===== config.mk =====
export PLATFORM = sky130hd
export DESIGN_NAME = usb_rx_dbuf
export DESIGN_NICKNAME = d
export VERILOG_FILES = /design/src/rtl/usb_rxb_pkg.sv /design/src/rtl/usb_rxb_bank.sv /design/src/rtl/usb_rxb_wr.sv /design/src/rtl/usb_rxb_own.sv /design/src/rtl/usb_rxb_rd.sv /design/src/rtl/usb_rx_dbuf.sv
export SDC_FILE = /design/constraint.sdc
export NUM_CORES = 1
export LEC_CHECK = 0
export ABC_AREA = 1
export BUFFER_PORTS_ARGS = -buffer_cell sky130_fd_sc_hd__buf_4
export CAP_MARGIN = 20
export CORE_MARGIN = 1
export CORE_UTILIZATION = 50
export CTS_CLUSTER_DIAMETER = 40
export DETAILED_ROUTE_END_ITERATION = 6
export MAX_ROUTING_LAYER = met4
export PLACE_DENSITY = 0.71
export SYNTH_ARGS = -nofsm -noshare
export SYNTH_HDL_FRONTEND = slang
export SYNTH_SLANG_ARGS = --single-unit

===== constraint.sdc =====
create_clock -name clk -period 3.4 [get_ports clk]
set_clock_uncertainty 0.05 [all_clocks]
set_input_delay 0.68 -clock clk [delete_from_list [all_inputs] [get_ports clk]]
set_output_delay 0.68 -clock clk [all_outputs]
set_load 0.02 [all_outputs]

===== src/rtl/usb_rxb_pkg.sv =====
package usb_rxb_pkg;
  // bits needed to hold a count from 0 up to and including d
  function automatic int unsigned cnt_width(input int unsigned d);
    return $clog2(d + 1);
  endfunction
endpackage


===== src/rtl/usb_rxb_bank.sv =====
module usb_rxb_bank #(
  parameter int unsigned DATA_W = 8,
  parameter int unsigned DEPTH  = 64,
  localparam int unsigned AW    = $clog2(DEPTH)
) (
  input  logic              clk,
  input  logic              we,
  input  logic [AW-1:0]     waddr,
  input  logic [DATA_W-1:0] wdata,
  input  logic [AW-1:0]     raddr,
  output logic [DATA_W-1:0] rdata
);
  logic [DATA_W-1:0] mem [DEPTH];

  always_ff @(posedge clk) begin
    if (we) mem[waddr] <= wdata;
  end

  assign rdata = mem[raddr];
endmodule


===== src/rtl/usb_rxb_wr.sv =====
module usb_rxb_wr #(
  parameter int unsigned DEPTH = 64,
  localparam int unsigned AW   = $clog2(DEPTH),
  localparam int unsigned CW   = usb_rxb_pkg::cnt_width(DEPTH)
) (
  input  logic          clk,
  input  logic          rst_n,
  input  logic          in_valid,
  input  logic          in_last,
  input  logic          in_ready,
  output logic          wr_en,
  output logic [AW-1:0] wr_addr,
  output logic          pkt_end,
  output logic [CW-1:0] pkt_len,
  output logic          busy
);
  logic [CW-1:0] ptr_q;
  logic          take;
  logic          room;

  assign take    = in_valid & in_ready;
  assign room    = ptr_q < CW'(DEPTH);
  assign wr_en   = take & room;
  assign wr_addr = ptr_q[AW-1:0];
  assign pkt_end = take & in_last;
  assign pkt_len = room ? ptr_q + CW'(1) : ptr_q;
  assign busy    = ptr_q != '0;

  always_ff @(posedge clk) begin
    if (!rst_n)       ptr_q <= '0;
    else if (pkt_end) ptr_q <= '0;
    else if (wr_en)   ptr_q <= ptr_q + CW'(1);
  end

  AST_WPTR_BOUND: assert property (@(posedge clk) disable iff (!rst_n)
    ptr_q <= CW'(DEPTH));
endmodule


===== src/rtl/usb_rxb_own.sv =====
module usb_rxb_own #(
  parameter int unsigned DEPTH = 64,
  localparam int unsigned CW   = usb_rxb_pkg::cnt_width(DEPTH)
) (
  input  logic          clk,
  input  logic          rst_n,
  input  logic          pkt_end,
  input  logic [CW-1:0] pkt_len,
  input  logic          rd_done,
  input  logic          clr_ok,
  output logic [1:0]    full,
  output logic          vsel,
  output logic          wsel,
  output logic [CW-1:0] rd_size
);
  logic [1:0]         full_q, full_n;
  logic [1:0][CW-1:0] cnt_q, cnt_n;
  logic               vsel_q, vsel_n;
  logic [CW-1:0]      size_q, size_n;
  logic               swap;

  assign swap = rd_done & full_q[vsel_q];
  assign wsel = full_q[vsel_q] ? ~vsel_q : vsel_q;

  always_comb begin
    full_n = full_q;
    cnt_n  = cnt_q;
    vsel_n = vsel_q;
    if (clr_ok) begin
      full_n = '0;
      vsel_n = 1'b0;
    end else begin
      if (swap) begin
        full_n[vsel_q] = 1'b0;
        vsel_n         = ~vsel_q;
      end
      if (pkt_end) begin
        full_n[wsel] = 1'b1;
        cnt_n[wsel]  = pkt_len;
      end
    end
    size_n = full_n[vsel_n] ? cnt_n[vsel_n] : '0;
  end

  always_ff @(posedge clk) begin
    if (!rst_n) begin
      full_q <= '0;
      cnt_q  <= '0;
      vsel_q <= 1'b0;
      size_q <= '0;
    end else begin
      full_q <= full_n;
      cnt_q  <= cnt_n;
      vsel_q <= vsel_n;
      size_q <= size_n;
    end
  end

  assign full    = full_q;
  assign vsel    = vsel_q;
  assign rd_size = size_q;

  AST_FILL_FREE: assert property (@(posedge clk) disable iff (!rst_n)
    pkt_end |-> !full_q[wsel]);
  AST_SIZE_LIMIT: assert property (@(posedge clk) disable iff (!rst_n)
    size_q <= CW'(DEPTH));
  AST_SWAP_FREES: assert property (@(posedge clk) disable iff (!rst_n)
    swap && !clr_ok |=> !full_q[$past(vsel_q)] && vsel_q != $past(vsel_q));
  AST_IDLE_DONE: assert property (@(posedge clk) disable iff (!rst_n)
    rd_done && !full_q[vsel_q] && !pkt_end && !clr_ok |=> $stable(vsel_q) && $stable(size_q));
endmodule


===== src/rtl/usb_rxb_rd.sv =====
module usb_rxb_rd #(
  parameter int unsigned DATA_W = 8,
  parameter int unsigned DEPTH  = 64,
  localparam int unsigned AW    = $clog2(DEPTH),
  localparam int unsigned CW    = usb_rxb_pkg::cnt_width(DEPTH)
) (
  input  logic              clk,
  input  logic              rst_n,
  input  logic              rd_req,
  input  logic              rd_done,
  input  logic              clr_ok,
  input  logic [CW-1:0]     size,
  input  logic [DATA_W-1:0] mem_data,
  output logic [AW-1:0]     rd_addr,
  output logic [DATA_W-1:0] rd_data,
  output logic              rd_dval,
  output logic              ovr_err,
  output logic              busy
);
  logic [CW-1:0] ptr_q;
  logic          in_range;

  assign in_range = ptr_q < size;
  assign rd_addr  = ptr_q[AW-1:0];
  assign busy     = ptr_q != '0;

  always_ff @(posedge clk) begin
    if (!rst_n) begin
      ptr_q   <= '0;
      rd_data <= '0;
      rd_dval <= 1'b0;
      ovr_err <= 1'b0;
    end else begin
      rd_dval <= rd_req;
      if (rd_req) rd_data <= in_range ? mem_data : '0;
      if (rd_done || clr_ok)        ptr_q <= '0;
      else if (rd_req && in_range)  ptr_q <= ptr_q + CW'(1);
      if (clr_ok)                   ovr_err <= 1'b0;
      else if (rd_req && !in_range) ovr_err <= 1'b1;
    end
  end

  AST_OVR_ZERO: assert property (@(posedge clk) disable iff (!rst_n)
    rd_req && !in_range |=> rd_dval && rd_data == '0);
  AST_OVR_STICKY: assert property (@(posedge clk) disable iff (!rst_n)
    ovr_err && !clr_ok |=> ovr_err);
  AST_RPTR_IN_SIZE: assert property (@(posedge clk) disable iff (!rst_n)
    ptr_q <= size);
endmodule


===== src/rtl/usb_rx_dbuf.sv =====
module usb_rx_dbuf #(
  parameter int unsigned DATA_W = 8,
  parameter int unsigned DEPTH  = 64,
  localparam int unsigned AW    = $clog2(DEPTH),
  localparam int unsigned CW    = usb_rxb_pkg::cnt_width(DEPTH)
) (
  input  logic              clk,
  input  logic              rst_n,
  input  logic              in_valid,
  input  logic [DATA_W-1:0] in_data,
  input  logic              in_last,
  output logic              in_ready,
  output logic              rx_nak,
  input  logic              rd_req,
  input  logic              rd_done,
  output logic [DATA_W-1:0] rd_data,
  output logic              rd_dval,
  output logic [CW-1:0]     rd_size,
  input  logic              fifo_clr,
  output logic              clr_rej,
  output logic              ovr_err
);
  logic              wr_en, pkt_end, wr_busy, rd_busy, clr_ok;
  logic [AW-1:0]     wr_addr, rd_addr;
  logic [CW-1:0]     pkt_len;
  logic [1:0]        full;
  logic              vsel, wsel;
  logic [DATA_W-1:0] bank_q [2];

  assign rx_nak   = &full;
  assign in_ready = ~rx_nak;
  assign clr_ok   = fifo_clr & ~wr_busy & ~rd_busy;

  usb_rxb_wr #(.DEPTH(DEPTH)) u_wr (
    .clk(clk), .rst_n(rst_n), .in_valid(in_valid), .in_last(in_last),
    .in_ready(in_ready), .wr_en(wr_en), .wr_addr(wr_addr),
    .pkt_end(pkt_end), .pkt_len(pkt_len), .busy(wr_busy)
  );

  usb_rxb_own #(.DEPTH(DEPTH)) u_own (
    .clk(clk), .rst_n(rst_n), .pkt_end(pkt_end), .pkt_len(pkt_len),
    .rd_done(rd_done), .clr_ok(clr_ok), .full(full), .vsel(vsel),
    .wsel(wsel), .rd_size(rd_size)
  );

  for (genvar b = 0; b < 2; b++) begin : g_bank
    usb_rxb_bank #(.DATA_W(DATA_W), .DEPTH(DEPTH)) u_bank (
      .clk(clk), .we(wr_en && (wsel == 1'(b))), .waddr(wr_addr),
      .wdata(in_data), .raddr(rd_addr), .rdata(bank_q[b])
    );
  end

  usb_rxb_rd #(.DATA_W(DATA_W), .DEPTH(DEPTH)) u_rd (
    .clk(clk), .rst_n(rst_n), .rd_req(rd_req), .rd_done(rd_done),
    .clr_ok(clr_ok), .size(rd_size), .mem_data(bank_q[vsel]),
    .rd_addr(rd_addr), .rd_data(rd_data), .rd_dval(rd_dval),
    .ovr_err(ovr_err), .busy(rd_busy)
  );

  always_ff @(posedge clk) begin
    if (!rst_n) clr_rej <= 1'b0;
    else        clr_rej <= fifo_clr & ~clr_ok;
  end

  AST_CLR_REFUSED: assert property (@(posedge clk) disable iff (!rst_n)
    fifo_clr && (wr_busy || rd_busy) |=> clr_rej);
  AST_CLR_EMPTIES: assert property (@(posedge clk) disable iff (!rst_n)
    clr_ok |=> !rx_nak && rd_size == '0 && !ovr_err);
endmodule


Word-level counts from Yosys, hierarchy flattened
Memories as Yosys holds them, arrays and structs flattened. A register that Yosys moved wholly into a read port is not among the register bits.
Index checks and enable logic that the tools add are counted.
{ "word_totals": {"ff_bits": 49, "latch_bits": 0, "mem_bits_rw": 1024, "mem_bits_ro": 0, "memories": 2} }
{ "memory_table": {"columns": ["name", "depth", "word_bits", "rd", "rd_ports_with_merged_regs", "wr", "line", "rtl"], "rows": [
  ["g_bank[0].u_bank.mem", 64, 8, 1, 1, 1, "usb_rxb_bank.sv:13", "logic [DATA_W-1:0] mem [DEPTH];"],
  ["g_bank[1].u_bank.mem", 64, 8, 1, 1, 1, "usb_rxb_bank.sv:13", null]
]} }
{ "classes": {"n_addsub": 2, "mul": 0, "div": 0, "order_cmp": 8, "n_eq_ne": 0, "n_shift": 0, "muxes": 35, "bitwise": 18, "n_reduce_logical": 15} }
{ "op_table": {"columns": ["op", "n"], "rows": [
  ["2-to-1 mux 8 bit", 4],
  ["2-to-1 mux 14 bit", 2],
  ["2-to-1 mux 7 bit", 4],
  ["2-to-1 mux 6 bit", 4],
  ["adder 7 x 1 -> 7 bit, second input constant", 2],
  ["bitwise mux 14 bit", 1],
  ["nonzero test 7 bit", 2],
  ["2-to-1 mux 1 bit", 13],
  ["2-to-1 mux 2 bit", 4],
  ["AND 1 bit", 7],
  ["demux 7 bit (select 1 bit)", 1],
  ["< comparator 7 bit", 1],
  ["< comparator 7 bit, second input constant", 1],
  ["NOT 1 bit", 7],
  ["logical AND 1 bit", 6],
  ["< comparator 1 x 2 -> 1 bit, second input constant", 3],
  ["OR reduction 2 bit", 3],
  ["AND reduction 2 bit", 2],
  ["AND 2 bit", 1],
  ["demux 1 bit (select 1 bit)", 2],
  [">= comparator 1 bit, second input constant", 2],
  [">= comparator 2 bit, second input constant", 1],
  ["NOT 1 -> 2 bit", 1],
  ["NOT 2 bit", 1],
  ["3 further kinds", 3]
]} }

Logic depth before layout (Yosys ltp)
{ "logic_depth": {"depth_word": 14, "ltp_mapped": 14, "ltp_nobuf": 11} }

By module
Synthesis repeated with hierarchy kept, for this count alone.
{ "unflattened": {"hier_cells": 4040, "hier_area_um2": 45295.9} }
{ "modules_own_cells": {"columns": ["module", "n_inst", "cells_per_inst", "area_per_inst_um2", "seq_area_each_um2"], "rows": [
  ["usb_rxb_bank", 2, 1797, 21179.1, 15374.7],
  ["usb_rxb_own", 1, 171, 1146.1, 480.5],
  ["usb_rxb_rd", 1, 153, 1058.5, 340.3],
  ["usb_rxb_wr", 1, 86, 559.3, 140.1],
  ["usb_rx_dbuf", 1, 36, 173.9, 20.0]
]} }

Worst setup path before layout
No wires, ideal clock.
{ "synth_path": {"path_kind": "input-to-reg", "from": "in in_valid", "to": "mem g_bank[0].u_bank.mem[19][0], enable pin", "arrival_ps": 1773, "t_required_ps": 2980, "slack_ps": 1206, "stages": 5, "cell_sequence": "nand2_1 -> nor2_1 -> nand2_1 -> clkbuf_1 -> nor2_1"} }
{ "synth_via": {"elab_chain_cells": 5} }
{ "synth_lines": {"columns": ["item", "line", "rtl"], "rows": [
  ["start: declaration", "usb_rx_dbuf.sv:9", "input logic in_valid,"],
  ["AND 1 bit", "usb_rxb_wr.sv:21", "assign take = in_valid & in_ready;"],
  ["AND 1 bit", "usb_rxb_wr.sv:23", "assign wr_en = take & room;"],
  ["logical AND 1 bit", "usb_rx_dbuf.sv:48", ".clk(clk), .we(wr_en && (wsel == 1'(b))), .waddr(wr_addr),"],
  ["2-to-1 mux 1 bit", "usb_rxb_bank.sv:16", "if (we) mem[waddr] <= wdata;"],
  ["2-to-1 mux 1 bit (not written as such)", "usb_rxb_bank.sv:16", null],
  ["end: declaration", "usb_rxb_bank.sv:13", null]
]} }
No other way between the ends.

==> results.toml <==
[status]
status = "finished with violations"
failed_checks = "DRC"

[timing]
fin_tns_setup_ps = 0
fmax_mhz = 363
hold_ws_ps = 142
relSlewSlack_pct = 42.2
min_period_ps = 2750
setup_viol = 0
drv_slew = 0
worst_slew_pin_slew_ps = 868
final.period_utilization_pct = 81.0
hold_viol_final = 0
rsz0062_at_grt = "false"

[power_and_ir_drop]
internal-power_mw = 22.6
ir_drop_uv = 445
combPwrFrac_pct = 4.8
clkPwrFrac_pct = 44.9
p_per_area_mw_per_mm2 = 573
p_seq_share_pct = 50.3
power.net_switching_mw = 6.50
p_sw_share_pct = 22.3
fin_total_pwr_mw = 29.1
leakage_nw = 18.3

[clocking]
cts_root_buffer = "clkbuf_16"
tritoncts = "yes"
path_clk_slew_ps = 60
clk_path_buf_depth = 3
postCtsSetupBuffers = 0
cts_sinks = 1079
cts-htree-levels = 3
ctsResizeCount = 0
cts_buffers = 121
cts_hold_buf = 0
clk_latency_ps = 710

[die]
fp-row-count = 109
pin_count = 35
die_h_um = 300
die_area_mm2 = 0.0903
floorplan.initialDensity_pct = 50.5
core_mm2 = 0.0882
die_w_um = 300

[worst_setup_path]
cp.buffers_inverters = 1
cp-start-kind = "flop"
cpPeakStageDelay_ps = 590
cp.arrival_ps = 3350
cp_slowest_cell = "dfxtp_4"
critical_path_class = "reg -> reg"
path_common_cell = "nand3_1"
cp_cell_sequence = "buf_12 -> nand2_1 -> nand3_1 -> nand3_1 -> nand2_1 -> nand2_1 -> nand3_1 -> nand3_1 -> nand3_1 -> nand3_1 -> a21oi_1"
critPathTopFamily = "simple AND/OR/NAND/NOR gates"
required_ps = 3990
crit_fanout = 136
cp-end-kind = "flop"

[routing]
avgViaCountPerCell = 5.68
vias = 30200
drt_iter0_drc = 3741
drc = 6
routed_wl_um = 113000
wire_per_inst_um = 21.4
detail-route-antenna-nets = 0
drt-pass1-iter-count = 7

[global_route]
antenna_found_initial = 2
grt_use_total_pct = 25.9
grt_pass1_wl_um = 171000
overflow = 0
grt_pass1_vias = 28800
grt_max_degree = 137

[logic_synthesis]
ys_seq_area_share_pct = 71.5
yosysUniqueCellTypes = 38
synth-main-ff-cell = "edfxtp_1"
synthCells = 3929
synth_seq_cells = 1079
syn_area_per_cell_um2 = 11.3
netlist_area_mm2 = 0.0445
yosys_warnings = 0
syn-num-nets = 3955
synth_edf_count = 1024
ys_async_sr_fraction_pct = 0

[place]
port_buffers = 34
place_congestion = 0.913
dpl.hpwl_um = 66500

[layout]
mostFrequentLayoutCells = "1392 x nand2_1, 1024 x edfxtp_1, 892 x nand3_1"
final_common_cell = "nand2_1"
syn2layout_area_growth_pct = 13.9
fillers = 6949
layout-drive-gt1-share_pct = 11.2
finish.utilization_pct = 57.5
fin_nets = 4062

[flow_run]
cap_violations = 0

[hold_path]
holdCritPathClass = "in -> reg"
## synthesized netlist by cell type, drive strengths merged, types with 5 or more instances
cell type  count  area share (%)
nand2       1398              12
edfxtp      1024              69
nand3        893              10
buf          203             2.8
nor2         178             1.5
dfxtp         55             2.5
clkbuf        39            0.33
a21oi         37            0.42
inv           34            0.30
o21ai         14            0.17
nor3          13            0.16
ha            11            0.31
mux2i          8            0.18
a211oi         5           0.084
## worst paths after layout
path | slack (ps) | cells past startpoint | start | endpoint
worst max-delay path | 650 | 11 | flop | u_rd.rd_data[0]
worst min-delay path | 140 | 3 | rd_req | u_rd.rd_dval
worst max register to register | 650 | 11 | flop | u_rd.rd_data[0]
worst min register to register | 430 | 2 | u_own.cnt_q[5] | u_own.cnt_q[5]
## registers in the layout, summed over array words and instances (netlist names), named ones only
signal	flops
clr_rej	1
g_bank.u_bank.mem	1024
u_own.cnt_q	14
u_own.full	2
u_own.rd_size	7
u_own.vsel	1
u_rd.ovr_err	1
u_rd.ptr_q	7
u_rd.rd_data	8
u_rd.rd_dval	1
u_wr.ptr_q	7
## worst min-delay path, cell delays in order
cell and delay (ps):
buf_4 100, nand2_1 40, inv_1 50
## logic make-up after synthesis
group,synth area share (%)
xor+xnor,0.0983
mux,0.180
fa+ha+maj,0.309
flops,71.5
compound gates,0.770
simple gates,23.6
buf+inv,3.48
## power groups by stage
stage / logic [mW] / registers, mW / clock network [mW]
final: 1.39 / 14.6 / 13.1
after floorplan: 0.744 / 14.9 / 0
after detailed placement: 1.37 / 14.9 / 0
after global placement: 1.35 / 14.9 / 0
after global routing: 1.50 / 14.6 / 13.7
after CTS: 1.38 / 14.6 / 13.2
## per-layer routing
metal / global-route usage (%) / share of wire, %
met2: 40.0 / 47
met5: - / 0
met4: 9.88 / 3.4
met3: 4.07 / 8.8
met1: 34.6 / 41
## stage by stage
step                instance area [um2]  setup slack (ps)  cells
CTS                               50700               713   5306
detailed placement                46700               606   5078
global route                      50700               505   5308
global placement                  46700               636   5078
finish                            50700               646   5308
floorplan                         44500              1210   3929
## layout make-up
class,instances,area [um2],area share [%]
Antenna cell,2,5.00,0.00987
Sequential cell,1079,31900,62.8
Clock inverter,86,915,1.80
Multi-Input combinational cell,2571,11200,22.0
Clock buffer,142,3160,6.23
Timing Repair Buffer,226,2000,3.94
Tap cell,1165,1460,2.87
Inverter,37,165,0.326
Power figures use the tool's default switching activity.
